$ cat config.mk
export PLATFORM = sky130hd
export DESIGN_NAME = gpio_port
export DESIGN_NICKNAME = d
export VERILOG_FILES = /design/src/rtl/gpio_pkg.sv /design/src/rtl/gpio_ctrl.sv /design/src/rtl/gpio_dp.sv /design/src/rtl/gpio_port.sv
export SDC_FILE = /design/constraint.sdc
export NUM_CORES = 1
export LEC_CHECK = 0
export ABC_AREA = 1
export BUFFER_PORTS_ARGS = -buffer_cell sky130_fd_sc_hd__buf_4
export CORE_ASPECT_RATIO = 1.1
export CORE_MARGIN = 8
export CORE_UTILIZATION = 40
export CTS_CLUSTER_DIAMETER = 200
export CTS_CLUSTER_SIZE = 30
export DETAILED_ROUTE_END_ITERATION = 12
export MAX_ROUTING_LAYER = met4
export PLACE_DENSITY = 0.69
export SETUP_SLACK_MARGIN = 0.02
export SYNTH_ARGS = -nofsm -noshare
export SYNTH_HDL_FRONTEND = slang
export SYNTH_SLANG_ARGS = --single-unit
$ cat constraint.sdc
create_clock -name clk -period 1.2 [get_ports clk]
set_clock_uncertainty 0.05 [all_clocks]
set_input_delay 0.12 -clock clk [delete_from_list [all_inputs] [get_ports clk]]
set_output_delay 0.12 -clock clk [all_outputs]
set_load 0.05 [all_outputs]
$ cat src/rtl/gpio_pkg.sv
package gpio_pkg;

  localparam int ADDR_W = 2;

  localparam logic [ADDR_W-1:0] ADDR_DIR  = 2'd0;
  localparam logic [ADDR_W-1:0] ADDR_PORT = 2'd1;
  localparam logic [ADDR_W-1:0] ADDR_LAT  = 2'd2;

  typedef enum logic [1:0] {
    RD_DIR  = 2'd0,
    RD_PORT = 2'd1,
    RD_LAT  = 2'd2,
    RD_NONE = 2'd3
  } rdSel_e;

  typedef struct packed {
    logic   wrDir;
    logic   wrLat;
    rdSel_e rdSel;
  } ctlStrobe_t;

endpackage

$ cat src/rtl/gpio_ctrl.sv
module gpio_ctrl
  import gpio_pkg::*;
(
  input  logic              clk,
  input  logic              rstN,
  input  logic [ADDR_W-1:0] busAddr,
  input  logic              busWrEn,
  output ctlStrobe_t        ctl
);

  always_comb begin
    ctl.wrDir = 1'b0;
    ctl.wrLat = 1'b0;
    ctl.rdSel = RD_NONE;
    unique case (busAddr)
      ADDR_DIR: begin
        ctl.wrDir = busWrEn;
        ctl.rdSel = RD_DIR;
      end
      ADDR_PORT: begin
        ctl.wrLat = busWrEn;
        ctl.rdSel = RD_PORT;
      end
      ADDR_LAT: begin
        ctl.wrLat = busWrEn;
        ctl.rdSel = RD_LAT;
      end
      default: begin
        ctl.wrDir = 1'b0;
        ctl.wrLat = 1'b0;
        ctl.rdSel = RD_NONE;
      end
    endcase
  end

  // the unused address never raises a write strobe
  p_no_strobe_unused_r10: assert property (@(posedge clk) disable iff (!rstN)
    (busAddr == 2'd3) |-> !(ctl.wrDir || ctl.wrLat));

  // at most one register is written per cycle
  p_one_strobe_r3: assert property (@(posedge clk) disable iff (!rstN)
    $onehot0({ctl.wrDir, ctl.wrLat}));

endmodule

$ cat src/rtl/gpio_dp.sv
module gpio_dp
  import gpio_pkg::*;
#(
  parameter int NUM_PINS    = 16,
  parameter int SYNC_STAGES = 2
) (
  input  logic                clk,
  input  logic                rstN,
  input  ctlStrobe_t          ctl,
  input  logic [NUM_PINS-1:0] busWrData,
  output logic [NUM_PINS-1:0] busRdData,
  input  logic [NUM_PINS-1:0] pinIn,
  output logic [NUM_PINS-1:0] pinOut,
  output logic [NUM_PINS-1:0] pinOe,
  input  logic [NUM_PINS-1:0] perEn,
  input  logic [NUM_PINS-1:0] perDrive,
  input  logic [NUM_PINS-1:0] perData,
  output logic [NUM_PINS-1:0] dirQ,
  output logic [NUM_PINS-1:0] latQ
);

  localparam logic [NUM_PINS-1:0] DIR_RESET = {NUM_PINS{1'b1}};
  localparam logic [NUM_PINS-1:0] LAT_RESET = {NUM_PINS{1'b0}};
  localparam int                  LAST_STG  = SYNC_STAGES - 1;

  logic [NUM_PINS-1:0] syncQ [SYNC_STAGES];
  logic [NUM_PINS-1:0] pinLevel;

  // direction register, 1 = input
  always_ff @(posedge clk or negedge rstN) begin
    if (!rstN)          dirQ <= DIR_RESET;
    else if (ctl.wrDir) dirQ <= busWrData;
  end

  // output latch
  always_ff @(posedge clk or negedge rstN) begin
    if (!rstN)          latQ <= LAT_RESET;
    else if (ctl.wrLat) latQ <= busWrData;
  end

  // input synchronizer chain
  always_ff @(posedge clk or negedge rstN) begin
    if (!rstN) begin
      for (int s = 0; s < SYNC_STAGES; s++) syncQ[s] <= '0;
    end else begin
      syncQ[0] <= pinIn;
      for (int s = 1; s < SYNC_STAGES; s++) syncQ[s] <= syncQ[s-1];
    end
  end

  assign pinLevel = syncQ[LAST_STG];

  // per-pin pad multiplexer: peripheral ownership wins over the port driver
  for (genvar i = 0; i < NUM_PINS; i++) begin : g_pad
    logic owned;
    assign owned    = perEn[i] & perDrive[i];
    assign pinOe[i] = owned | ~dirQ[i];
    assign pinOut[i] = owned ? perData[i] : latQ[i];
  end

  always_comb begin
    unique case (ctl.rdSel)
      RD_DIR:  busRdData = dirQ;
      RD_PORT: busRdData = pinLevel;
      RD_LAT:  busRdData = latQ;
      default: busRdData = '0;
    endcase
  end

  // a direction write lands on the accepting edge
  p_dir_write_r3: assert property (@(posedge clk) disable iff (!rstN)
    ctl.wrDir |=> (dirQ == $past(busWrData)));

  // without a latch strobe the latch holds
  p_lat_hold_r5: assert property (@(posedge clk) disable iff (!rstN)
    !ctl.wrLat |=> $stable(latQ));

  // a pin no peripheral owns is driven only if its direction bit is 0
  p_input_float_r1: assert property (@(posedge clk) disable iff (!rstN)
    ((pinOe & ~(perEn & perDrive) & dirQ) == '0));

  // every owned pin is driven
  p_owned_driven_r8: assert property (@(posedge clk) disable iff (!rstN)
    (((perEn & perDrive) & ~pinOe) == '0));

endmodule

$ cat src/rtl/gpio_port.sv
module gpio_port
  import gpio_pkg::*;
#(
  parameter int NUM_PINS    = 16,
  parameter int SYNC_STAGES = 2
) (
  input  logic                clk,
  input  logic                rstN,
  input  logic [ADDR_W-1:0]   busAddr,
  input  logic                busWrEn,
  input  logic [NUM_PINS-1:0] busWrData,
  output logic [NUM_PINS-1:0] busRdData,
  input  logic [NUM_PINS-1:0] pinIn,
  output logic [NUM_PINS-1:0] pinOut,
  output logic [NUM_PINS-1:0] pinOe,
  input  logic [NUM_PINS-1:0] perEn,
  input  logic [NUM_PINS-1:0] perDrive,
  input  logic [NUM_PINS-1:0] perData
);

  ctlStrobe_t          ctl;
  logic [NUM_PINS-1:0] dirQ;
  logic [NUM_PINS-1:0] latQ;

  gpio_ctrl u_ctrl (
    .clk     (clk),
    .rstN    (rstN),
    .busAddr (busAddr),
    .busWrEn (busWrEn),
    .ctl     (ctl)
  );

  gpio_dp #(
    .NUM_PINS    (NUM_PINS),
    .SYNC_STAGES (SYNC_STAGES)
  ) u_dp (
    .clk       (clk),
    .rstN      (rstN),
    .ctl       (ctl),
    .busWrData (busWrData),
    .busRdData (busRdData),
    .pinIn     (pinIn),
    .pinOut    (pinOut),
    .pinOe     (pinOe),
    .perEn     (perEn),
    .perDrive  (perDrive),
    .perData   (perData),
    .dirQ      (dirQ),
    .latQ      (latQ)
  );

  // a bus write to the port address loads the latch
  p_port_write_r5: assert property (@(posedge clk) disable iff (!rstN)
    (busWrEn && busAddr == ADDR_PORT) |=> (latQ == $past(busWrData)));

  // a write to the unused address leaves both registers unchanged
  p_unused_write_r10: assert property (@(posedge clk) disable iff (!rstN)
    (busWrEn && busAddr == 2'd3) |=> ($stable(latQ) && $stable(dirQ)));

  // the unused address reads zero
  p_unused_read_r10: assert property (@(posedge clk) disable iff (!rstN)
    (busAddr == 2'd3) |-> (busRdData == '0));

endmodule

==> summary.md, run 1 <==
| Metric | Value |
|---|---|
| Setup Crit Path Kind | reg -> out |
| RSZ-0062 raised after global routing | true |
| Worst-path clk slew | 0.07 ns |
| Worst Path Arrival | 1.29 ns |
| Final Wtd Congestion | 0.7536 |
| Non-Filler Instances | 640 |
| DRC | 0 |
| Initial antenna violation count | 0 |
| CP Capture Type | output pin |
| Worst Hold Class | in -> reg |
| Nets | 637 |
| Tightest Pin Transition | 0.3224 ns |
| Post-synth top area cell | dfrtp_1 |
| Final Max Tran Viols | 0 |
| Post-synthesis sequential area ratio | 0.5347 |
| Hold slack final | 0.01185 ns |
| Fin worst setup slack | -0.2629 ns |
| Chip Width | 99.03 um |
| Total GRT Usage | 0.1843 |
| Height of the die | 107.3 um |
| Routed vias/inst | 4.673 |
| Max H-tree Level | 3 |
| Pint | 4.601 mW |
| Post-route minimum period | 1.463 ns |
| Syn_nets | 431 |
| Met1 Resource Use GR | 0.1730 |
| Number of I/O pins | 133 |
| Die footprint | 10,630 um^2 |
| DR vias | 2,991 |
| Cells after Synth | 342 |
| R2r setup slk | 0.13 ns |
| Placed Area | 4293 um^2 |
| Endpoints failing hold | 0 |
| Top cell type's share of synthesized area | 0.3960 |
| IO buf count | 132 |
| Commonest non-fill, non-tap cell in the layout | nand2_1 |
| Root buffer cell | clkbuf_8 |
| Clock Sinks | 64 |
| Outcome | complete, but fails checks |
| Area contributors post-synth | dfrtp_1, nand2_1, dfstp_2, o21ai_2, nand3_1 |
| Clk pwr share | 0.208 |
| Fin area | 5464 um^2 |
| Post-route ant nets | 0 |
| Combinational Power Share | 0.426 |
| Number of synthesized register bits | 64 |
| GR Util met2 | 0.3556 |
| Hold Path Cell Cnt | 3 |
| Power Total | 7.211 mW |
| Slew HR | 0.7851 |
| Fin crit share | 1.219 |
| Routed len/inst | 15.23 um |
| LEAKAGE | 2.774 nW |
| TritonCTS clock tree | built |
| Share of cells above drive strength 1 | 0.5769 |
| Drt pass-1 iters | 4 |
| Post-synthesis cell area | 3033 um^2 |
| Sw Share | 0.3619 |
| Initial Util | 0.4104 |
| Hpwl dp | 6.576 mm |
| Sw Pwr | 2.610 mW |
| Syn_area_per_cell | 8.868 um^2 |
| Clock Latency Late Sink | 0.32 ns |
| Grt total ovfl | 0 |
| Largest net degree at the start of global routing | 26 |
| Req. time, crit path | 1.03 ns |
| Failing checks | setup timing |
| Syn. warnings | 0 |
| Power Dens Cells | 1320 nW/um^2 |
| Row cnt | 33 |
| GR peak layer | met2 |
| Total Wirelength | 9.749 mm |
| Crit Path Max Fanout | 2 |
| Initial DRC count | 75 |
| Vias in the first global route | 3,281 |
| Setup violators final | 33 |
| Max Clock Freq | 683.6 MHz |
| Placed insts | 566 |
| First-pass GRT wire length | 15.10 mm |
| Met3 Use GR | 0.03881 |
| Worst IR Drop VDD | 0.8313 mV |
| ANT cells | 0 |
| FF-to-FF path depth | 5 |
| Commonest cells after routing, fill and taps aside | nand2_1, buf_4, dfrtp_1, buf_6, nand2_2 |
| Max-Cap Viols | 0 |
| Post-synth cell types | 12 |
| Flop pwr share | 0.365 |
| Core Region | 7391 um^2 |
| TritonCTS buffer count | 9 |
| Worst Setup Start Kind | flip-flop |
| Longest Clk Path Bufs | 2 |
| Area delta synth->final | 80.16% |
[stage by stage]
step / util / worst slack [ns] / setup TNS, ns
after global placement: 0.5808 / -0.07938 / -0.8504
after CTS: 0.7098 / -0.2682 / -6.562
after detailed placement: 0.5808 / -0.1088 / -1.488
after global routing: 0.7393 / -0.3387 / -8.472
final: 0.7393 / -0.2629 / -5.991
after floorplan: - / 0.03043 / 0
[cells by family (layout without fill, tap and decap cells)]
family	after synthesis	count (layout)	synth area share
flops	64	64	0.5347
compound gates	32	32	0.09241
fa+ha+maj	4	4	0.01650
simple gates	194	194	0.2682
buf+inv	48	259	0.08828
[layout make-up]
class,instances,area (um^2)
tap,87,108.9
timing repair buffer,208,2067
inverter,35,172.7
multi-input combinational,230,1336
clock inverter,4,22.52
fill,523,1927
clock buffer,12,135.1
sequential,64,1622
[synthesized netlist by cell type]
master     n
buf_6     11
nand3_1   32
buf_4      1
nand2_2   15
nand2_1  146
dfstp_2   16
ha_1       4
inv_1     35
dfrtp_1   48
nand2_4    1
buf_2      1
o21ai_2   32
[power groups by stage]
stage | logic (mW) | clock network (mW) | registers (mW)
detailed placement | 2.24 | 0 | 2.68
global route | 3.25 | 1.66 | 2.66
floorplan | 1.44 | 0 | 2.62
global placement | 2.20 | 0 | 2.68
finish | 3.07 | 1.50 | 2.63
CTS | 2.87 | 1.56 | 2.63
[registers in the layout (all words and copies together) (netlist names)]
name / flops
u_dp.syncQ: 16
u_dp.dirQ: 16
u_dp.pinLevel: 16
u_dp.latQ: 16
[critical path: stages, from the launching register on]
cell and delay, ns:
dfstp_2 0.54, nand2_1 0.07, nand3_1 0.08, nand2_1 0.05, inv_1 0.06, buf_6 0.15
[timing repair]
item | CTS | global route
pin swaps | 26 | 10
hold endpoints to repair | 78 | 0
resized for setup | 103 | 46
endpoints found under the setup margin | 48 | 48
setup buffers | 24 | 16
hold buffers | 25 | 0
[routing by layer]
metal	part of all wire	wire length [um]
met2	0.59	5721
met4	0.017	161
met3	0.039	376
met1	0.36	3489
met5	0	0
[worst paths after layout]
kind	from	end
worst max-delay path	u_dp.dirQ[14]$_DFFE_PN1P_	busRdData[14]
worst min-delay path	busWrData[1]	u_dp.dirQ[1]$_DFFE_PN1P_
worst max register to register	u_dp.dirQ[13]$_DFFE_PN1P_	u_dp.dirQ[13]$_DFFE_PN1P_
worst min register to register	u_dp.syncQ[23]$_DFF_PN0_	u_dp.pinLevel[7]$_DFF_PN0_
max in group asynchronous	rstN	u_dp.dirQ[12]$_DFFE_PN1P_
min in group asynchronous	rstN	u_dp.syncQ[17]$_DFF_PN0_
Power figures use the tool's default switching activity.
==> run 2, diff against run 1 <==
--- a/config.mk
+++ b/config.mk
@@ -16,6 +16,7 @@
 export MAX_ROUTING_LAYER = met4
 export PLACE_DENSITY = 0.69
 export SETUP_SLACK_MARGIN = 0.02
+export SKIP_CTS_REPAIR_TIMING = 1
 export SYNTH_ARGS = -nofsm -noshare
 export SYNTH_HDL_FRONTEND = slang
 export SYNTH_SLANG_ARGS = --single-unit
==> summary.md, run 2 (synthesis results as in run 1) <==
| Metric | Value |
|---|---|
| CP peak stage delay | 0.56 ns (+0.02 ns) |
| Post-route minimum period | 1.464 ns (+0.001420 ns) |
| Hpwl dp | 6.576 mm (unchanged) |
| Max H-tree Level | 3 (unchanged) |
| HP Start | busWrData[7] |
| Top delay family on crit path | flip-flops |
| Tightest Pin Transition | 0.3234 ns (+0.0009794 ns) |
| Endpoints failing hold | 0 (unchanged) |
| IO buf count | 132 (unchanged) |
| Most frequent CP cell | nand2_1 |
| Initial Util | 0.4104 (unchanged) |
| Worst R2R Start | u_dp.dirQ[9]$_DFFE_PN1P_ |
| Longest Clk Path Bufs | 2 (unchanged) |
| Post-route ant nets | 0 (unchanged) |
| Drt pass-1 iters | 4 (unchanged) |
| Largest net degree at the start of global routing | 26 (unchanged) |
| Commonest cells after routing, fill and taps aside | nand2_1, buf_4, dfrtp_1, buf_6, nand2_2 |
| Clock Latency Late Sink | 0.32 ns (about the same) |
| Worst Hold Class | in -> reg |
| Setup tns final | -5.714 ns (+0.2776 ns) |
| Outcome | complete, but fails checks |
| Row cnt | 33 (unchanged) |
| Worst Setup Start Kind | flip-flop |
| Worst IR Drop VDD | 0.8249 mV (-0.77%) |
| Critical Path, Cell by Cell | nand2_1 > nand3_1 > nand2_1 > inv_1 > buf_6 |
| Non-Filler Instances | 623 (-2.7%) |
| Setup violators final | 33 (unchanged) |
| RSZ-0062 raised after global routing | true |
| Routed vias/inst | 4.612 (-1.3%) |
| Nets | 620 (-2.7%) |
| Worst Path Arrival | 1.29 ns (about the same) |
| Height of the die | 107.3 um (unchanged) |
| Buf/Inv on CP | 2 (unchanged) |
| Placed insts | 566 (unchanged) |
| TritonCTS buffer count | 9 (unchanged) |
| DR vias | 2,873 (-3.9%) |
| Fin worst setup slack | -0.2643 ns (-0.001420 ns) |
| Worst setup startpoint | u_dp.dirQ[1]$_DFFE_PN1P_ |
| Post-placement setup slack | -0.1088 ns (unchanged) |
| TritonCTS clock tree | built |
| Initial DRC count | 52 (-31%) |
| Chip Width | 99.03 um (unchanged) |
| Slew HR | 0.7844 (about the same) |
| CP Capture Type | output pin |
| DRC | 0 (unchanged) |
| Clock Sinks | 64 (unchanged) |
| ANT cells | 0 (unchanged) |
| Crit Path Max Fanout | 2 (unchanged) |
| Number of I/O pins | 133 (unchanged) |
| # fillers | 567 (+8.4%) |
| Routed len/inst | 14.52 um (-4.7%) |
| Initial antenna violation count | 0 (unchanged) |
| Final Max Tran Viols | 0 (unchanged) |
| Commonest non-fill, non-tap cell in the layout | nand2_1 |
| Vias in the first global route | 2,891 (-12%) |
| Setup Crit Path Kind | reg -> out |
| Slowest CP cell | dfstp_2 |
| Max-Cap Viols | 0 (unchanged) |
| Total GRT Usage | 0.1648 (-0.01958) |
| Worst-path clk slew | 0.07 ns (about the same) |
| Root buffer cell | clkbuf_8 |
| Total Wirelength | 9.045 mm (-7.2%) |
| LEAKAGE | 2.653 nW (-4.4%) |
| Share of cells above drive strength 1 | 0.5709 (-0.005958) |
| Die footprint | 10,630 um^2 (unchanged) |
| Fin crit share | 1.220 (about the same) |
| First-pass GRT wire length | 13.50 mm (-11%) |
| Power Dens Cells | 1337 nW/um^2 (+1.3%) |
| Final Wtd Congestion | 0.7536 (unchanged) |
| Failing checks | setup timing |
| Grt total ovfl | 0 (unchanged) |
| Area delta synth->final | 72.57% |
| Req. time, crit path | 1.03 ns (about the same) |
| Core Region | 7391 um^2 (unchanged) |
| Max Clock Freq | 682.9 MHz (about the same) |
## run 2: cell count changes in the layout (fill, tap and decap cells not counted), moves of 2 or more
cell	before	now
dlygate4sd3_1	25	18
buf_8	24	18
nand2_4	12	6
buf_4	110	106
nand2_2	34	38
nand2_1	116	118
## run 2: final cells by class
cell class	instances	area [um^2]	share of cell area
multi-input combinational	230	1296	0.2477
tap	87	108.9	0.02080
sequential	64	1622	0.3098
clock buffer	12	135.1	0.02582
clock inverter	4	22.52	0.004303
inverter	35	172.7	0.03299
timing repair buffer	191	1877	0.3586
## run 2: metal layers
layer	part of all wire	vias up	wire length [um]	track usage
met1	0.36	1355	3246	0.1616
met3	0.046	16	413	0.04075
met2	0.57	70	5197	0.3029
met5	0	-	0	-
met4	0.021	0	188	0.07025
li1	-	1432	-	-
## run 2: power by group
part | total [mW] | switching (mW) | internal, mW
clock network | 1.50 | 0.761 | 0.740
registers | 2.64 | 0.179 | 2.46
logic | 2.86 | 1.59 | 1.27
## run 2: path summary, 6_finish.rpt
check / endpoint / slack [ns] / depth (start not counted)
min reg2reg: u_dp.pinLevel[4]$_DFF_PN0_ / 0.30 / 0
min in group asynchronous: u_dp.syncQ[19]$_DFF_PN0_ / 0.19 / 2
max in group asynchronous: u_dp.dirQ[10]$_DFFE_PN1P_ / 0.40 / 3
min: u_dp.dirQ[7]$_DFFE_PN1P_ / 0.008 / 3
max: busRdData[1] / -0.26 / 5
max reg2reg: u_dp.dirQ[9]$_DFFE_PN1P_ / 0.23 / 4
## run 2: metrics by stage
stage / power, mW / util / hold WS (ns) / cell area (um^2)
floorplan: 4.063 / - / -0.2256 / 3085
global placement: 4.883 / 0.5808 / -0.01551 / 4293
detailed placement: 4.927 / 0.5808 / -0.006752 / 4293
CTS: 6.451 / 0.6022 / -0.3650 / 4451
global route: 7.359 / 0.7081 / 0.003881 / 5234
finish: 6.999 / 0.7081 / 0.007675 / 5234
## run 2: worst min-delay path, cell delays in order
cell and delay (ns):
buf_4 0.11, inv_1 0.09, o21ai_2 0.07
==> run 3, diff against run 2 <==
--- a/config.mk
+++ b/config.mk
@@ -7,7 +7,7 @@
 export LEC_CHECK = 0
 export ABC_AREA = 1
 export BUFFER_PORTS_ARGS = -buffer_cell sky130_fd_sc_hd__buf_4
-export CORE_ASPECT_RATIO = 1.1
+export CORE_ASPECT_RATIO = 1.4
 export CORE_MARGIN = 8
 export CORE_UTILIZATION = 40
 export CTS_CLUSTER_DIAMETER = 200
@@ -15,6 +15,7 @@
 export DETAILED_ROUTE_END_ITERATION = 12
 export MAX_ROUTING_LAYER = met4
 export PLACE_DENSITY = 0.69
+export RECOVER_POWER = 25
 export SETUP_SLACK_MARGIN = 0.02
 export SKIP_CTS_REPAIR_TIMING = 1
 export SYNTH_ARGS = -nofsm -noshare
==> summary.md, run 3 (synthesis results as in run 1) <==
| Metric | Value |
|---|---|
| RSZ-0062 raised after global routing | true |
| Largest net degree at the start of global routing | 65 (+150%) |
| Area delta synth->final | 75.99% |
| Die footprint | 10,660 um^2 (+0.34%) |
| FF+latch area | 1622 um^2 (unchanged) |
| Hpwl dp | 6.334 mm (-3.7%) |
| Hold Path Cell Cnt | 3 (unchanged) |
| Max H-tree Level | 3 (unchanged) |
| Post-route minimum period | 1.471 ns (+0.006640 ns) |
| Drt pass-1 iters | 4 (unchanged) |
| Worst Hold Class | in -> reg |
| Outcome | complete, but fails checks |
| Fin crit share | 1.226 (+0.005533) |
| Longest Clk Path Bufs | 2 (unchanged) |
| TritonCTS clock tree | built |
| Vias in the first global route | 2,846 (-1.6%) |
| Crit Path Max Fanout | 3 (+1) |
| CP Capture Type | output pin |
| DR vias | 2,963 (+3.1%) |
| Slew HR | 0.7758 (-0.008636) |
| TritonCTS buffer count | 9 (unchanged) |
| LEAKAGE | 2.675 nW (+0.81%) |
| Commonest non-fill, non-tap cell in the layout | nand2_1 |
| Grt total ovfl | 0 (unchanged) |
| # fillers | 534 (-5.8%) |
| IO buf count | 132 (unchanged) |
| Worst IR Drop VDD | 0.9565 mV (+16%) |
| Fin worst setup slack | -0.2710 ns (-0.006640 ns) |
| Final Wtd Congestion | 0.7740 (+2.7%) |
| DRC | 0 (unchanged) |
| ANT cells | 0 (unchanged) |
| Worst Path Arrival | 1.30 ns (about the same) |
| Setup violators final | 36 (+9.1%) |
| Initial DRC count | 83 (+60%) |
| Tightest Pin Transition | 0.3363 ns (+0.01295 ns) |
| Multi-input gate area | 1294 um^2 (-0.19%) |
| Power Dens Cells | 1390 nW/um^2 (+3.9%) |
| Nets | 625 (+0.81%) |
| Core Region | 7361 um^2 (-0.41%) |
| Initial Util | 0.4120 (+0.001674) |
| Hold slack final | -0.001387 ns (-0.009062 ns) |
| Routed vias/inst | 4.644 (+0.71%) |
| Setup tns final | -6.270 ns (-0.5566 ns) |
| Height of the die | 119.0 um (+11%) |
| Post-route ant nets | 0 (unchanged) |
| Routed len/inst | 14.47 um (-0.35%) |
| Chip Width | 89.59 um (-9.5%) |
| Worst-path clk slew | 0.06 ns (about the same) |
| Total GRT Usage | 0.1637 (-0.001108) |
| Max Clock Freq | 679.8 MHz (-0.45%) |
| Endpoints failing hold | 1 (+1) |
| Root buffer cell | clkbuf_8 |
| Max-Cap Viols | 0 (unchanged) |
| Clock Sinks | 64 (unchanged) |
| Setup Crit Path Kind | reg -> out |
| Final Max Tran Viols | 0 (unchanged) |
| Initial antenna violation count | 0 (unchanged) |
| Worst Setup Start Kind | flip-flop |
| Share of cells above drive strength 1 | 0.5730 (+0.002117) |
| First-pass GRT wire length | 13.08 mm (-3.1%) |
| FF-to-FF path depth | 4 (unchanged) |
| Clock Latency Late Sink | 0.34 ns (+0.02 ns) |
| Commonest cells after routing, fill and taps aside | nand2_1, buf_4, dfrtp_1, nand2_2, buf_6 |
| Req. time, crit path | 1.03 ns (about the same) |
| Failing checks | hold timing, setup timing |
| Number of I/O pins | 133 (unchanged) |
| Total Wirelength | 9.230 mm (+2.0%) |
| Row cnt | 37 (+12%) |
run 3: cell count changes in the layout (fill, tap and decap cells not counted), sizes merged:
cell and change:
clkinvlp -1, bufinv +1, buf -18, dlygate4sd3 +7, clkbuf +17, clkinv -1
run 3: layout make-up:
cell class / count / area share
timing repair buffer: 196 / 0.3596
sequential: 64 / 0.3038
multi-input combinational: 230 / 0.2424
inverter: 35 / 0.03235
clock buffer: 13 / 0.03165
tap: 97 / 0.02274
clock inverter: 3 / 0.007501
run 3: layer usage:
layer	track usage	vias up	wire length (um)
met5	-	-	0
met4	0.09195	0	304
met3	0.03028	24	416
met2	0.2909	98	5263
met1	0.1581	1396	3245
li1	-	1445	-
run 3: worst paths after layout:
kind / slack, ns / to / startpoint
setup / recovery: -0.27 / busRdData[11] / u_dp.dirQ[11]$_DFFE_PN1P_
hold reg to reg: 0.30 / u_dp.pinLevel[15]$_DFF_PN0_ / u_dp.syncQ[31]$_DFF_PN0_
min in group asynchronous: 0.27 / u_dp.latQ[13]$_DFFE_PN0P_ / rstN
setup reg to reg: 0.24 / u_dp.dirQ[1]$_DFFE_PN1P_ / u_dp.dirQ[1]$_DFFE_PN1P_
hold / removal: -0.001 / u_dp.dirQ[13]$_DFFE_PN1P_ / busWrData[13]
max in group asynchronous: 0.51 / u_dp.dirQ[2]$_DFFE_PN1P_ / rstN
run 3: metrics by stage:
stage          area [um^2]  power [mW]    util  cells  setup WS [ns]
3_5_place_dp          4293       4.904  0.5832    576        -0.1339
3_3_place_gp          4293       4.867  0.5832    576       -0.08348
5_1_grt               5338       7.754  0.7251    638        -0.3504
4_1_cts               4502       6.835  0.6116    592        -0.3651
6_report              5338       7.417  0.7251    638        -0.2710
2_1_floorplan         3085       4.063       -    342        0.03043
run 3: power by group:
group	internal (mW)	switching, mW	total, mW	leakage (nW)
Clock	1.12	0.788	1.91	0.109
Sequential	2.46	0.183	2.64	0.738
Combinational	1.27	1.60	2.86	1.83
run 3: worst max-delay path: stages, from the launching register on:
cell and delay (ns):
dfstp_2 0.55, nand2_2 0.06, nand3_2 0.07, nand2_2 0.06, clkinvlp_4 0.08, buf_8 0.14
